===== config.mk =====
export PLATFORM = sky130hd
export DESIGN_NAME = ulsc_short_code_gen
export DESIGN_NICKNAME = d
export VERILOG_FILES = /design/src/rtl/ulsc_pkg.sv /design/src/rtl/ulsc_quat_lfsr.sv /design/src/rtl/ulsc_bin_lfsr.sv /design/src/rtl/ulsc_short_code_gen.sv
export SDC_FILE = /design/constraint.sdc
export NUM_CORES = 1
export LEC_CHECK = 0
export BUFFER_PORTS_ARGS = -buffer_cell sky130_fd_sc_hd__clkbuf_2
export CAP_MARGIN = 15
export CORE_MARGIN = 4
export CORE_UTILIZATION = 40
export CTS_CLUSTER_SIZE = 28
export DETAILED_ROUTE_END_ITERATION = 12
export GPL_TIMING_DRIVEN = 0
export HOLD_SLACK_MARGIN = 0.02
export PLACE_DENSITY = 0.6
export SYNTH_ARGS = -nofsm -noshare
export SYNTH_HDL_FRONTEND = slang
export SYNTH_SLANG_ARGS = --single-unit

===== constraint.sdc =====
create_clock -name clk -period 3.15 [get_ports clk]
set_input_delay 0.315 -clock clk [delete_from_list [all_inputs] [get_ports clk]]
set_output_delay 0.315 -clock clk [all_outputs]
set_load 0.005 [all_outputs]

===== src/rtl/ulsc_pkg.sv =====
package ulsc_pkg;

    typedef enum logic [1:0] {
        SC_IDLE = 2'd0,
        SC_BASE = 2'd1,
        SC_TAIL = 2'd2
    } sc_state_e;

    localparam logic [1:0] SGN_POS  = 2'b01;
    localparam logic [1:0] SGN_NEG  = 2'b11;
    localparam logic [1:0] SGN_NONE = 2'b00;

    // Returns {I, Q} signs for a quaternary symbol
    function automatic logic [3:0] map_symbol(input logic [1:0] z);
        logic [1:0] i_s;
        logic [1:0] q_s;
        i_s = (z == 2'd0 || z == 2'd3) ? SGN_POS : SGN_NEG;
        q_s = (z[1] == 1'b0) ? SGN_POS : SGN_NEG;
        return {i_s, q_s};
    endfunction

endpackage


===== src/rtl/ulsc_quat_lfsr.sv =====
module ulsc_quat_lfsr #(
    parameter int unsigned           STAGES = 8,
    // coefficient for window position i sits at bits [2i+1:2i]
    parameter logic [2*STAGES-1:0]   COEF   = 16'h0C7B
) (
    input  logic              clk,
    input  logic              rst_n,
    input  logic              load,
    input  logic              step,
    input  logic [STAGES-1:0] seed,
    output logic [1:0]        sym
);

    logic [1:0] win_q [STAGES];
    logic [1:0] prod  [STAGES];
    logic [1:0] fb;

    genvar gi;
    generate
        for (gi = 0; gi < STAGES; gi++) begin : g_prod
            assign prod[gi] = win_q[gi] * COEF[2*gi +: 2];
        end
    endgenerate

    always_comb begin
        fb = 2'd0;
        for (int k = 0; k < STAGES; k++) begin
            fb = fb + prod[k];
        end
    end

    always_ff @(posedge clk or negedge rst_n) begin
        if (!rst_n) begin
            for (int k = 0; k < STAGES; k++) win_q[k] <= 2'd0;
        end else if (load) begin
            win_q[0] <= {seed[0], 1'b1};
            for (int k = 1; k < STAGES; k++) win_q[k] <= {seed[k], 1'b0};
        end else if (step) begin
            for (int k = 0; k < STAGES - 1; k++) win_q[k] <= win_q[k+1];
            win_q[STAGES-1] <= fb;
        end
    end

    assign sym = win_q[0];

endmodule


===== src/rtl/ulsc_bin_lfsr.sv =====
module ulsc_bin_lfsr #(
    parameter int unsigned         STAGES = 8,
    // bit i set: window position i feeds the new element
    parameter logic [STAGES-1:0]   TAPS   = 8'hA3
) (
    input  logic              clk,
    input  logic              rst_n,
    input  logic              load,
    input  logic              step,
    input  logic [STAGES-1:0] seed,
    output logic              bit_o
);

    logic [STAGES-1:0] win_q;

    always_ff @(posedge clk or negedge rst_n) begin
        if (!rst_n) begin
            win_q <= '0;
        end else if (load) begin
            win_q <= seed;
        end else if (step) begin
            win_q <= {^(win_q & TAPS), win_q[STAGES-1:1]};
        end
    end

    assign bit_o = win_q[0];

endmodule


===== src/rtl/ulsc_short_code_gen.sv =====
module ulsc_short_code_gen
    import ulsc_pkg::*;
#(
    parameter int unsigned            STAGES  = 8,
    parameter logic [2*STAGES-1:0]    A_COEF  = 16'h0C7B,
    parameter logic [STAGES-1:0]      B_TAPS  = 8'hA3,
    parameter logic [STAGES-1:0]      C_TAPS  = 8'h39,
    localparam int unsigned           IDX_W   = 3 * STAGES
) (
    input  logic             clk,
    input  logic             rst_n,
    input  logic             start,
    input  logic             chip_en,
    input  logic [IDX_W-1:0] code_index,
    output logic [1:0]       chip_i,
    output logic [1:0]       chip_q,
    output logic             chip_valid,
    output logic             period_start
);

    localparam int unsigned       CHIPS     = 1 << STAGES;
    localparam logic [STAGES-1:0] LAST_BASE = STAGES'(CHIPS - 2);

    sc_state_e         state_q, state_d;
    logic [STAGES-1:0] cnt_q, cnt_d;
    logic [IDX_W-1:0]  idx_q;
    logic [1:0]        first_q;
    logic              gen_load, gen_step, use_latched, cap_first;
    logic [IDX_W-1:0]  seed_word;
    logic [1:0]        a_sym;
    logic              b_bit, c_bit;
    logic [1:0]        z_gen, z_cur;
    logic [3:0]        signs;

    assign seed_word = use_latched ? idx_q : code_index;

    ulsc_quat_lfsr #(.STAGES(STAGES), .COEF(A_COEF)) u_gen_a (
        .clk(clk), .rst_n(rst_n), .load(gen_load), .step(gen_step),
        .seed(seed_word[0 +: STAGES]), .sym(a_sym)
    );

    ulsc_bin_lfsr #(.STAGES(STAGES), .TAPS(B_TAPS)) u_gen_b (
        .clk(clk), .rst_n(rst_n), .load(gen_load), .step(gen_step),
        .seed(seed_word[STAGES +: STAGES]), .bit_o(b_bit)
    );

    ulsc_bin_lfsr #(.STAGES(STAGES), .TAPS(C_TAPS)) u_gen_c (
        .clk(clk), .rst_n(rst_n), .load(gen_load), .step(gen_step),
        .seed(seed_word[2*STAGES +: STAGES]), .bit_o(c_bit)
    );

    // z = a + 2b + 2c mod 4: binary terms only touch the upper bit
    assign z_gen = {a_sym[1] ^ b_bit ^ c_bit, a_sym[0]};

    // next-state and control
    always_comb begin
        state_d     = state_q;
        cnt_d       = cnt_q;
        gen_load    = 1'b0;
        gen_step    = 1'b0;
        use_latched = 1'b0;
        cap_first   = 1'b0;
        if (start) begin
            state_d  = SC_BASE;
            cnt_d    = '0;
            gen_load = 1'b1;
        end else begin
            unique case (state_q)
                SC_IDLE: begin
                    state_d = SC_IDLE;
                end
                SC_BASE: begin
                    if (chip_en) begin
                        cap_first = (cnt_q == '0);
                        cnt_d     = cnt_q + 1'b1;
                        if (cnt_q == LAST_BASE) begin
                            state_d = SC_TAIL;
                        end else begin
                            gen_step = 1'b1;
                        end
                    end
                end
                SC_TAIL: begin
                    if (chip_en) begin
                        state_d     = SC_BASE;
                        cnt_d       = '0;
                        gen_load    = 1'b1;
                        use_latched = 1'b1;
                    end
                end
                default: begin
                    state_d = SC_IDLE;
                end
            endcase
        end
    end

    // state register
    always_ff @(posedge clk or negedge rst_n) begin
        if (!rst_n) begin
            state_q <= SC_IDLE;
            cnt_q   <= '0;
            idx_q   <= '0;
            first_q <= 2'd0;
        end else begin
            state_q <= state_d;
            cnt_q   <= cnt_d;
            if (start)     idx_q   <= code_index;
            if (cap_first) first_q <= z_gen;
        end
    end

    // outputs
    always_comb begin
        z_cur        = (state_q == SC_TAIL) ? first_q : z_gen;
        signs        = map_symbol(z_cur);
        chip_valid   = 1'b0;
        period_start = 1'b0;
        chip_i       = SGN_NONE;
        chip_q       = SGN_NONE;
        unique case (state_q)
            SC_IDLE: begin
                chip_valid = 1'b0;
            end
            SC_BASE, SC_TAIL: begin
                chip_valid   = 1'b1;
                period_start = (state_q == SC_BASE) && (cnt_q == '0);
                chip_i       = signs[3:2];
                chip_q       = signs[1:0];
            end
            default: begin
                chip_valid = 1'b0;
            end
        endcase
    end

endmodule


==> flow_metrics.py, run 1 <==
metrics = {
    "outcome": {
        "run_status": "finished clean",
    },
    "critical_path": {
        "timing.critical_path.cells": "ha_1, inv_1, fa_1, fa_1, xnor2_1, xnor2_1, xnor2_1, o31ai_1",
        "arrival_ns": 2.56,
        "r2r_start": "u_gen_a.win_q[4]$_DFFE_PN0P_",
        "timing.critical_path.required_ns": 3.40,
        "critPathMostFrequentCell": "sky130_fd_sc_hd__xnor2_1",
        "endpoint_kind": "flop",
        "crit_path_max_fanout": 3,
        "worstSetupStartpoint": "u_gen_a.win_q[4]$_DFFE_PN0P_",
        "cp_slowest_cell": "sky130_fd_sc_hd__fa_1",
        "peak_per_stage_delay_on_the_critical_path_ns": 0.43,
        "cp-start-kind": "flop",
        "critical_path_class": "reg2reg",
    },
    "clock_tree": {
        "cts-buffers-inserted": 9,
        "cts_htree_levels": 3,
        "worst_skew_pair.late_latency_ns": 0.34,
        "cts.clk_slew.worst_paths_ns": 0.08,
        "clock-root-buffer": "sky130_fd_sc_hd__clkbuf_8",
        "max-clock-path-buffers": 2,
        "cts.sinks": 68,
        "tritoncts": "done",
    },
    "pwr": {
        "worst_ir_drop_vdd_v": 0.000230,
        "power.total_mw": 2.25,
        "leakagePower_nw": 2.11,
        "p_per_area_nw_per_um2": 550,
    },
    "sta": {
        "setup_slack_ns": 0.837,
        "grt_setup_unrepaired": "false",
        "final-hold-violation-count": 0,
        "final_setup_skew_ns": 0.0119,
        "timing_max_transition_violations_final": 0,
        "final_layout_setup_total_negative_slack_ns": 0,
        "final_period_utilization_pct": 73.4,
        "relSlewSlack_pct": 61.5,
        "tightest_slew_ns": 0.578,
        "min_period_ns": 2.31,
        "setup-violations-final": 0,
        "max_clk_rate_mhz": 432,
        "min_hold_slack_ns": 0.195,
    },
    "synth": {
        "ys_dominant_reg_cell": "sky130_fd_sc_hd__dfrtp_1",
        "synthArstFlopShare_pct": 100,
        "ys_warn_count": 0,
        "ys_ff_latch": 68,
        "mappedNetlistNets": 371,
        "yosysUniqueCellTypes": 39,
        "synth_area_per_cell_um2": 10.6,
        "yosys-top-cells-count": "sky130_fd_sc_hd__dfrtp_1 (68), sky130_fd_sc_hd__o21ai_0 (49), sky130_fd_sc_hd__nand2_1 (33)",
        "synthesis.instances": 335,
        "synthesis.area_um2": 3560,
        "synth_top_area_share_pct": 47.8,
        "post-synth-top-count-cell": "sky130_fd_sc_hd__dfrtp_1",
        "yosys-top-cells-area": "sky130_fd_sc_hd__dfrtp_1 (48%), sky130_fd_sc_hd__mux2_4 (8.4%), sky130_fd_sc_hd__mux2i_1 (8.4%), sky130_fd_sc_hd__o21ai_0 (6.9%), sky130_fd_sc_hd__xnor2_1 (3.9%)",
        "synth_edf_count": 0,
        "synth_largest_area_cell": "sky130_fd_sc_hd__dfrtp_1",
        "synth_sequential_area_ratio_pct": 47.8,
    },
    "floorplanning": {
        "area_of_the_placeable_core_um2": 8680,
        "chipHeight_um": 102,
        "rows": 34,
        "die_x_um": 102,
        "io_pins": 34,
        "floorplan.initialDensity_pct": 41.0,
        "design.die.area_um2": 10500,
    },
    "cells_and_area": {
        "share_of_cells_above_drive_strength_1_pct": 22.6,
        "fin_area_um2": 4080,
        "finish.net_count": 416,
        "fillCellCount": 845,
        "sequential_area_um2": 1700,
        "combined_area_of_the_multi_input_logic_cells_um2": 1630,
        "layout_overhead_on_the_synthesized_area_pct": 14.7,
        "n_antenna_cell": 0,
        "postLayoutCoreUtil_pct": 47.1,
        "post_layout_nonfiller_instances": 493,
    },
    "routing": {
        "route.vias.total": 2440,
        "route.detailed.drc": 0,
        "detail_route.vias_per_cell": 4.95,
        "antenna_violating_nets_post_route": 0,
        "wl_um": 7220,
        "detail_route.wl_per_cell_um": 14.7,
        "detailedRoute.firstIterationViolations": 83,
        "total_iterations_of_the_first_detailed_routing_run": 4,
    },
    "global_route": {
        "grtUsageMet3_pct": 4.10,
        "grt_usage_pct": 15.1,
        "global_route_met1_utilization_pct": 19.9,
        "grt_overflow_total": 0,
        "grt_antenna_before_repair": 0,
        "groute.layer.met2.usage_pct": 24.6,
        "busiest_layer": "met2",
        "vias_in_the_first_global_route": 2440,
        "maximum_number_of_pins_on_one_net_before_global_route_repair": 53,
        "grt_pass1_wl_um": 12200,
    },
    "min_path": {
        "hold_path.class": "in2reg",
        "timing.hold.worst.start": "code_index[8]",
    },
    "placed_design": {
        "cell_total_after_placement": 476,
        "placement.cell_area_um2": 3890,
        "routabilityCongestion": 0.761,
        "dp_worst_setup_slack_ns": 0.859,
        "port_buffers": 32,
        "detailedPlacementHpwl_um": 5080,
    },
    "flow_run": {
        "max-cap-violations": 0,
    },
}
[state kept, by name, summed over array words and instances (netlist names)]
register	flops
cnt_q	8
first_q	2
idx_q	24
state_q	2
u_gen_a.sym	2
u_gen_a.win_q	14
u_gen_b.win_q	8
u_gen_c.win_q	8
[metal layers]
metal / part of all wire, % / wire (um) / up-vias
met1: 48 / 3460 / 1179
met3: 3.8 / 277 / 10
met4: 1.0 / 73 / 0
met5: 0 / 0 / -
met2: 47 / 3410 / 37
li1: - / - / 1214
[path summary, 6_finish.rpt]
path	to	slack [ns]	cells past startpoint
min in group asynchronous	cnt_q[7]$_DFFE_PN0P_	0.41	2
worst min register to register	idx_q[23]$_DFFE_PN0P_	0.48	2
worst min-delay path	idx_q[8]$_DFFE_PN0P_	0.20	3
worst max register to register	u_gen_a.win_q[1]$_DFFE_PN0P_	0.84	8
max in group asynchronous	idx_q[13]$_DFFE_PN0P_	2.19	3
worst max-delay path	u_gen_a.win_q[1]$_DFFE_PN0P_	0.84	8
[cell type report]
cell class                 count  share of cell area [%]
buffer                        19                    2.73
clock buffer                  12                    4.04
clock inverter                 4                   0.551
inverter                      31                    2.85
multi-input combinational    217                    40.0
sequential                    68                    41.7
tap                          108                    3.31
timing repair buffer          34                    4.90
[repair_timing]
| item | in CTS | in global routing |
|---|---|---|
| setup buffers | 0 | 0 |
| hold endpoints to repair | 16 | 0 |
| setup endpoints to repair | 0 | 0 |
| gates resized for setup | 0 | 0 |
| hold buffers | 1 | 0 |
[where the power goes]
| group | leakage, nW | internal, mW | switching [mW] |
|---|---|---|---|
| logic | 1.17 | 0.285 | 0.219 |
| registers | 0.848 | 0.985 | 0.0826 |
| clock network | 0.0982 | 0.346 | 0.328 |
| total | 2.11 | 1.62 | 0.629 |
[cells by family (layout without fill, tap and decap cells)]
logic type      Yosys count  count (layout)  synth area share [%]
simple gates             67              67                  8.26
xor+xnor                 21              21                  5.59
flops                    68              68                  47.8
compound gates           66              66                  10.3
fa+ha+maj                 8               8                  3.23
buf+inv                  50             100                  6.39
mux                      55              55                  18.4
[worst max-delay path, delay by kind of cell (launching register included)]
family,cells,cell delay [ns]
xor gates and xnor gates,3,0.45
DFF,1,0.41
AOI/OAI and AO/OA,1,0.19
adders and majority gates,3,1.11
buffers and inverters,1,0.07
[placed cells by master (no fill, tap or decap), drive strengths merged, types with 2 or more instances in the layout]
| cell | count |
|---|---|
| ha | 6 |
| o21ai | 50 |
| a21oi | 4 |
| xnor2 | 16 |
| nand3 | 4 |
| mux2 | 25 |
| clkinv | 3 |
| dfrtp | 68 |
| mux2i | 30 |
| xor2 | 4 |
| nand2 | 34 |
| buf | 14 |
| nor2b | 2 |
| nand4 | 2 |
| o221ai | 2 |
| inv | 31 |
| clkbuf | 50 |
| nor2 | 19 |
| a211oi | 3 |
| o2111ai | 2 |
| fa | 2 |
Note: power is estimated with default switching activity, not from simulation.
==> run 2: changes to the inputs <==
==> constraint.sdc (replaced) <==
create_clock -name clk -period 2.2 [get_ports clk]
set_input_delay 0.22 -clock clk [delete_from_list [all_inputs] [get_ports clk]]
set_output_delay 0.22 -clock clk [all_outputs]
set_load 0.005 [all_outputs]
==> run 2 against run 1 <==
  * The run now ends with negative setup slack left
  * Clock power up 43%
  * Hold slack got worse by 0.096 ns
  * Sequential power increased by 43%
  * Via count barely moved
  * Combinational power rose by 46%
  * Sequential share of layout area decreased by 0.17 points
  * Critical path depth stayed put
  * Core utilization rose by 0.19 points
  * Register-to-register slack worse by 0.92 ns
  * Maximum frequency grew 1.2%
  * Critical path type unchanged
  * Largest cell class unchanged
==> flow_metrics.py, run 2 (synthesized netlist as in run 1, its figures left out) <==
metrics = {
    "routing": {
        "detail_route.vias_per_cell": 4.95,
        "route.vias.total": 2438,
        "detail_route.wl_per_cell_um": 14.7,
        "antenna_violating_nets_post_route": 0,
        "route.detailed.drc": 0,
        "highest_layer": "met4",
        "detailedRoute.firstIterationViolations": 67,
        "met3WireLength_um": 214,
        "wl_um": 7240,
        "total_iterations_of_the_first_detailed_routing_run": 4,
        "met2_length_um": 3450,
        "wl_met1_um": 3510,
    },
    "critical_path": {
        "critical_path_class": "reg2reg",
        "peak_per_stage_delay_on_the_critical_path_ns": 0.46,
        "timing.critical_path.cells": "ha_1, inv_2, fa_1, fa_2, xnor2_2, xnor2_1, xnor2_1, o31ai_1",
        "endpoint_kind": "flop",
        "r2r_start": "u_gen_a.win_q[4]$_DFFE_PN0P_",
        "worstSetupStartpoint": "u_gen_a.win_q[4]$_DFFE_PN0P_",
        "critPathCapture": "u_gen_a.win_q[1]$_DFFE_PN0P_",
        "critPathMostFrequentCell": "sky130_fd_sc_hd__xnor2_1",
        "rrSetupSlack_ns": -0.08,
        "arrival_ns": 2.53,
        "timing.critical_path.required_ns": 2.45,
        "critical_path.reg2reg.endpoint": "u_gen_a.win_q[1]$_DFFE_PN0P_",
        "cp-start-kind": "flop",
        "crit_path_max_fanout": 3,
        "worstRegToRegCells": 8,
        "cp_slowest_cell": "sky130_fd_sc_hd__fa_1",
    },
    "clock_tree": {
        "worst_skew_pair.late_latency_ns": 0.34,
        "cts.clk_slew.worst_paths_ns": 0.08,
        "clock-root-buffer": "sky130_fd_sc_hd__clkbuf_8",
        "post_cts.repair.setup_buffers": 0,
        "max-clock-path-buffers": 2,
        "cts-buffers-inserted": 9,
        "tritoncts": "done",
        "cts_htree_levels": 3,
        "cts.sinks": 68,
    },
    "cells_and_area": {
        "layout_commonest_cell": "sky130_fd_sc_hd__dfrtp_1",
        "finish.net_count": 416,
        "layout_overhead_on_the_synthesized_area_pct": 15.1,
        "most_frequent_cells_in_the_layout": "sky130_fd_sc_hd__dfrtp_1 (68), sky130_fd_sc_hd__o21ai_0 (49), sky130_fd_sc_hd__nand2_1 (33), sky130_fd_sc_hd__clkbuf_2 (31)",
        "layout_top_registers": "idx_q (24), u_gen_a.win_q (14)",
        "postLayoutCoreUtil_pct": 47.2,
        "fillCellCount": 843,
        "largest_register": "idx_q",
        "largest_register_ff_count": 24,
        "share_of_cells_above_drive_strength_1_pct": 23.6,
        "n_antenna_cell": 0,
    },
    "sta": {
        "setup_slack_ns": -0.0843,
        "final_layout_setup_total_negative_slack_ns": -0.0843,
        "min_period_ns": 2.28,
        "timing_max_transition_violations_final": 0,
        "final-hold-violation-count": 0,
        "final_setup_skew_ns": 0.0116,
        "final_period_utilization_pct": 104,
        "setup-violations-final": 1,
        "max_clk_rate_mhz": 438,
        "tightest_slew_ns": 0.583,
        "grt_setup_unrepaired": "true",
        "relSlewSlack_pct": 61.1,
    },
    "placed_design": {
        "routabilityCongestion": 0.761,
        "port_buffers": 32,
        "detailedPlacementHpwl_um": 5080,
    },
    "global_route": {
        "maximum_number_of_pins_on_one_net_before_global_route_repair": 53,
        "grt_overflow_total": 0,
        "vias_in_the_first_global_route": 2432,
        "grt_usage_pct": 15.1,
        "grt_antenna_before_repair": 0,
        "grt_pass1_wl_um": 12200,
    },
    "pwr": {
        "worst_ir_drop_vdd_v": 0.000331,
        "p_per_area_nw_per_um2": 788,
        "leakagePower_nw": 2.12,
    },
    "flow_run": {
        "max-cap-violations": 0,
    },
    "floorplanning": {
        "rows": 34,
        "floorplan.initialDensity_pct": 41.0,
        "area_of_the_placeable_core_um2": 8680,
        "design.die.area_um2": 10500,
        "chipHeight_um": 102,
        "die_x_um": 102,
        "io_pins": 34,
    },
    "outcome": {
        "violated_checks": "negative setup slack",
        "run_status": "complete, but fails checks",
    },
    "min_path": {
        "hold_path.class": "in2reg",
    },
}
run 2: stage by stage:
step	hold slack, ns	setup WS [ns]	power, mW	cell area [um2]	std cells
detailed placement	0.147	-0.0913	2.28	3890	476
global route	0.100	-0.229	3.43	4100	493
global placement	0.442	-0.111	2.26	3860	475
floorplan	-0.0756	0.00931	2.07	3560	335
finish	0.0990	-0.0843	3.23	4100	493
CTS	0.0858	-0.0866	3.27	4090	493
run 2: repair_timing:
action / 4_1_cts / 5_1_grt
gates cloned: 0 / 0
hold buffers: 1 / 0
endpoints found under the setup margin: 1 / 13
pin swaps: 2 / 1
hold endpoints to repair: 16 / 0
gates resized for setup: 3 / 4
run 2: final cells by class:
cell class                      instances  area [um2]  area share, %
Clock buffer                           12         165           4.03
Clock inverter                          4        22.5          0.549
Timing Repair Buffer                   34         200           4.88
Tap cell                              108         135           3.30
Sequential cell                        68        1700           41.5
Buffer                                 19         116           2.84
Inverter                               31         116           2.84
Multi-Input combinational cell        217        1640           40.1
run 2: report_power, final:
part	total, mW	internal, mW	switching, mW
registers	1.53	1.41	0.119
clock network	0.966	0.496	0.470
logic	0.737	0.418	0.319
run 2: how the worst min path moves through the flow:
stage	slack [ns]	start	cells after the start	endpoint
2_1_floorplan	-0.08	rst_n	0	cnt_q[0]$_DFFE_PN0P_
3_3_place_gp	0.44	code_index[8]	3	idx_q[8]$_DFFE_PN0P_
3_5_place_dp	0.15	rst_n	1	cnt_q[7]$_DFFE_PN0P_
4_1_cts	0.09	code_index[8]	3	idx_q[8]$_DFFE_PN0P_
5_1_grt	0.10	code_index[5]	3	idx_q[5]$_DFFE_PN0P_
6_report	0.1	code_index[8]	3	idx_q[8]$_DFFE_PN0P_
run 2: per-layer routing:
layer / GRT usage [%] / vias up
li1: - / 1210
met1: 19.9 / 1190
met2: 24.6 / 28
met3: 4.10 / 10
met4: 3.94 / 0
met5: 0 / -
run 2: worst max-delay path, delay by kind of cell (launching register included):
family,cells,cell delay (ns)
buffers and inverters,1,0.04
DFF,1,0.41
adders and majority gates,3,1.13
AOI/OAI and AO/OA,1,0.19
xor gates and xnor gates,3,0.43
